===== src/rtl/pllc_pkg.sv =====
package pllc_pkg;

    localparam int REG_W  = 8;
    localparam int MULT_W = 3;
    localparam int FACT_W = MULT_W + 1;

    typedef logic [MULT_W-1:0] mult_code_t;

    // Register image seen by software
    typedef struct packed {
        logic       run;
        logic [1:0] zero_hi;
        logic       one_fix;
        logic       unassigned;
        mult_code_t code;
    } pllc_image_t;

    localparam logic [1:0] ZERO_HI_VAL = 2'b00;
    localparam logic       ONE_FIX_VAL = 1'b1;
    localparam logic       UNASN_VAL   = 1'b0;

    function automatic logic code_ok(input mult_code_t c);
        return (c >= mult_code_t'(1)) && (c <= mult_code_t'(4));
    endfunction

    function automatic logic [FACT_W-1:0] code_to_factor(input mult_code_t c);
        return {c, 1'b0};
    endfunction

    function automatic pllc_image_t build_image(input logic run, input mult_code_t c);
        pllc_image_t img;
        img.run        = run;
        img.zero_hi    = ZERO_HI_VAL;
        img.one_fix    = ONE_FIX_VAL;
        img.unassigned = UNASN_VAL;
        img.code       = c;
        return img;
    endfunction

endpackage


===== src/rtl/pllc_wr_gate.sv =====
module pllc_wr_gate (
    input  logic wr_en,
    input  logic prot_unlock,
    input  logic clk_chg_lock,
    output logic wr_accept
);
    always_comb begin
        wr_accept = wr_en & prot_unlock & ~clk_chg_lock;
    end
endmodule


===== src/rtl/pllc_clk_precond.sv =====
module pllc_clk_precond #(
    parameter int DIV_SEL_W = 2
) (
    input  logic                 clk_src_sub,
    input  logic [DIV_SEL_W-1:0] clk_div_sel,
    input  logic                 div_sel_active,
    output logic                 start_ok
);
    always_comb begin
        start_ok = ~clk_src_sub & (clk_div_sel == '0) & div_sel_active;
    end
endmodule


===== src/rtl/pllc_fields.sv =====
module pllc_fields
    import pllc_pkg::*;
#(
    parameter logic [MULT_W-1:0] RST_CODE = 3'b010
) (
    input  logic             clk,
    input  logic             rst,
    input  logic             wr_accept,
    input  logic [REG_W-1:0] wr_data,
    input  logic             start_ok,
    output logic             run_q,
    output mult_code_t       code_q,
    output logic             err_q
);
    pllc_image_t req;

    always_comb begin
        req = pllc_image_t'(wr_data);
    end

    always_ff @(posedge clk) begin
        if (rst) begin
            run_q  <= 1'b0;
            code_q <= RST_CODE;
            err_q  <= 1'b0;
        end else if (wr_accept) begin
            if (!run_q && code_ok(req.code)) begin
                code_q <= req.code;
            end
            if (req.run) begin
                if (!run_q) begin
                    if (start_ok) begin
                        run_q <= 1'b1;
                    end else begin
                        err_q <= 1'b1;
                    end
                end
            end else begin
                run_q <= 1'b0;
            end
        end
    end
endmodule


===== src/rtl/pllc_reg.sv =====
module pllc_reg
    import pllc_pkg::*;
#(
    parameter int                DIV_SEL_W = 2,
    parameter logic [MULT_W-1:0] RST_CODE  = 3'b010
) (
    input  logic                 clk,
    input  logic                 rst,
    input  logic                 wr_en,
    input  logic [REG_W-1:0]     wr_data,
    input  logic                 prot_unlock,
    input  logic                 clk_chg_lock,
    input  logic                 clk_src_sub,
    input  logic [DIV_SEL_W-1:0] clk_div_sel,
    input  logic                 div_sel_active,
    output logic                 pll_on,
    output logic [FACT_W-1:0]    mult_factor,
    output logic                 en_err,
    output logic [REG_W-1:0]     rd_data
);
    logic       wr_accept;
    logic       start_ok;
    logic       run_q;
    mult_code_t code_q;
    logic       err_q;

    pllc_wr_gate u_gate (
        .wr_en        (wr_en),
        .prot_unlock  (prot_unlock),
        .clk_chg_lock (clk_chg_lock),
        .wr_accept    (wr_accept)
    );

    pllc_clk_precond #(.DIV_SEL_W(DIV_SEL_W)) u_pre (
        .clk_src_sub    (clk_src_sub),
        .clk_div_sel    (clk_div_sel),
        .div_sel_active (div_sel_active),
        .start_ok       (start_ok)
    );

    pllc_fields #(.RST_CODE(RST_CODE)) u_fields (
        .clk       (clk),
        .rst       (rst),
        .wr_accept (wr_accept),
        .wr_data   (wr_data),
        .start_ok  (start_ok),
        .run_q     (run_q),
        .code_q    (code_q),
        .err_q     (err_q)
    );

    always_comb begin
        pll_on      = run_q;
        mult_factor = code_to_factor(code_q);
        en_err      = err_q;
        rd_data     = REG_W'(build_image(run_q, code_q));
    end
endmodule


===== config.mk =====
export PLATFORM = sky130hd
export DESIGN_NAME = pllc_reg
export DESIGN_NICKNAME = d
export VERILOG_FILES = /design/src/rtl/pllc_pkg.sv /design/src/rtl/pllc_wr_gate.sv /design/src/rtl/pllc_clk_precond.sv /design/src/rtl/pllc_fields.sv /design/src/rtl/pllc_reg.sv
export SDC_FILE = /design/constraint.sdc
export NUM_CORES = 1
export LEC_CHECK = 0
export CAP_MARGIN = 20
export CORE_UTILIZATION = 26
export CTS_CLUSTER_SIZE = 8
export DETAILED_ROUTE_END_ITERATION = 12
export HOLD_SLACK_MARGIN = 0.15
export PLACE_DENSITY = 0.72
export SETUP_SLACK_MARGIN = 0.5
export SLEW_MARGIN = 25
export SYNTH_ARGS = -nofsm -noshare
export SYNTH_HDL_FRONTEND = slang
export SYNTH_SLANG_ARGS = --single-unit

===== constraint.sdc =====
create_clock -name clk -period 1.5 [get_ports clk]
set_clock_uncertainty 0.2 [all_clocks]
set_input_delay 0.225 -clock clk [delete_from_list [all_inputs] [get_ports clk]]
set_output_delay 0.225 -clock clk [all_outputs]
set_load 0.05 [all_outputs]

==> impl_results.md <==
- Status: complete, no violations
- Row count: 12
- PwrDens: roughly 610 nW/um2
- Clock latency on the worst-skew pair: roughly 0.25 ns
- Share of the synthesized area in the top cell type: 28.6%
- Post-synthesis sequential area ratio: 28.6%
- Post-synth top cells: buf_4 (9), dfxtp_1 (5), o21ai_0 (5)
- Final min period: 1.44 ns
- Clock-pin transition on the worst setup and hold timing paths: 0.05 ns
- R2R depth: 3
- Die Ht: roughly 39 um
- Most common cell in the netlist: buf_4
- Layout area overhead: 119%
- Register Area: 113 um2
- Final #Nets: 90
- Clock sink count: 5
- Final Hold Fails: 0
- First-pass detailed-route iteration total: 3
- Static Leak: roughly 0.32 nW
- Period utilization: 96.0%
- Die ar.: around 1500 um2
- Chip Width: 38.7 um
- # setup viols final: 0
- Placed cells: between 70 and 80
- Avg WL per Cell: 12.4 um
- CTS tree: done
- Io pins: 31
- Avg Inst Size Synth: 8.54 um2
- Area leader, netlist: dfxtp_1
- Setup crit start: u_fields.run_q
- Nature of the critical path endpoint: flop
- Layout cell share with drive strength beyond 1: 54.2%
- Final worst-path setup slack: 0.0593 ns
- I/O Buffers: 21
- Fin Setup TNS: 0 ns
- Post-synth top flop: dfxtp_1
- Drt total wl: 1070 um
- #FFs+latches synth: 5
- Slew Viols, Final: 0
- Max FO, Critical Path: 3
- First-pass GRT wire length: 1610 um
- Multi-input gate area: 226 um2
- Ranking of synthesized cells by area: dfxtp_1 (29%), buf_4 (19%), nand4bb_4 (7.9%), o21ai_0 (7.1%), or4b_1 (5.7%)
- EDFF count, synth: 0
- Final Non-Filler Cells: between 80 and 90
- CORE AREA: 1170 um2
- End of the critical path: u_fields.code_q[2]
- Drc violations: 0
- FF-to-FF Start: u_fields.run_q
- Final hold slack: ~0.20 ns
- Max-Cap Viols: 0
- Starting Density: 29.9%
- Clock Root Buffer: clkbuf_4
- GR Util All Layers: 16.6%
- Overall power: around 0.47 mW
- Fmax: slightly below 700 MHz
- Min-Delay Path Class: input port to flop
- Asr flop ratio synth: 0%
- Reg-to-Reg End: u_fields.code_q[2]
- Largest net degree at the start of global routing: 6
- Mapped Cells: 41
- Worst R2R Setup Slack: 0.06 ns
- Via Count: 387
- Worst EP required: around 1.5 ns
- Drt initial violations: 2
- DP Worst Slack: -0.347 ns
- Antenna Nets Post-Route: 0
- RePlAce Congestion: 0.816
- Unrepaired setup endpoints after global routing: yes
- Startpoint Class: flop
- Clock buffer depth: 2
- TritonCTS buffer count: 3
- Mapped Area: 350 um2
- Peak supply drop: 0.000355 V
- Ys Warns: 0
- Initial antenna violation count: 0
- Synth cell types: 17
- Worst EP arrival: 1.41 ns
- HPWL Detailed: 694 um
- Number of vias per cell: 4.50
- Fillers: 91
- WS Path Type: flop to flop
- Number of global-route vias before repair: approximately 370
- Grt total ovfl: 0
- Ant diodes: 0
- H-tree depth: 1
-- per-layer routing --
| layer | up-vias | track usage, % | part of all wire, % | wire (um) |
|---|---|---|---|---|
| met5 | - | 0 | 0 | 0 |
| met4 | 0 | 7.76 | 1.5 | 16 |
| met3 | 2 | 5.20 | 5.9 | 63 |
| met2 | 15 | 27.5 | 50 | 531 |
| met1 | 178 | 19.0 | 43 | 455 |
| li1 | 192 | - | - | - |
-- layout by cell type (no fill, tap or decap), drive strengths merged --
master,instances
nor4b,1
o21ai,5
or4b,2
nand4bb,1
a31oi,2
a21oi,1
buf,23
inv,2
dlygate4sd2,7
xnor2,2
or3b,1
o311ai,1
dfxtp,5
clkbuf,4
clkdlybuf4s50,3
nand2,3
nor2b,1
o32ai,1
nor2,2
conb,5
-- timing repair --
action                                  CTS  global route
resized for setup                        23             2
endpoints found under the setup margin   14            14
pin swaps                                 7             3
hold endpoints to repair                  1             0
buffers inserted                          5             0
-- critical path, stage by stage (launching register included) --
cell	delay [ns]
dfxtp_4	0.33
nand4bb_4	0.20
or4b_4	0.49
a31oi_1	0.14
-- through the flow --
step | util [%] | area (um2)
3_5_place_dp | 58.1 | 681
5_1_grt | 65.4 | 766
3_3_place_gp | 58.1 | 681
6_report | 65.4 | 766
4_1_cts | 64.7 | 758
2_1_floorplan | - | 393
-- sequential cells by signal (all words and copies together), names as in the netlist --
| register | count |
|---|---|
| u_fields.err_q | 1 |
| u_fields.run_q | 1 |
| u_fields.code_q | 3 |
-- power breakdown --
part	internal [mW]	total (mW)	switching, mW	leakage (nW)
logic	0.0753	0.163	0.0881	0.268
clock network	0.101	0.161	0.0605	0.0150
registers	0.134	0.141	0.00695	0.0425
-- logic make-up after synthesis --
kind of cell	after synthesis	share of synthesized area, %
buffers and inverters	11	21.4
xor gates and xnor gates	2	5.00
other	2	2.14
DFF	5	28.6
AOI/OAI and AO/OA	10	17.1
and+or+nand+nor	11	25.7
-- cell type report --
| type | instances | area share, % |
|---|---|---|
| tap | 14 | 2.29 |
| multi-input combinational | 28 | 29.6 |
| inverter | 2 | 0.980 |
| timing repair buffer | 33 | 49.0 |
| sequential | 5 | 14.7 |
| clock buffer | 4 | 3.43 |
-- worst min-delay path by stage --
stage | slack (ns) | to | cells after the start | start
2_1_floorplan | 0.08 | u_fields.code_q[0] | 1 | rst
3_3_place_gp | 0.28 | u_fields.err_q | 2 | u_fields.err_q
3_5_place_dp | 0.28 | u_fields.err_q | 2 | u_fields.err_q
4_1_cts | 0.13 | u_fields.run_q | 4 | prot_unlock
5_1_grt | 0.22 | u_fields.run_q | 4 | prot_unlock
6_report | 0.20 | u_fields.code_q[0] | 4 | wr_en
Note: power is estimated with default switching activity, not from simulation.
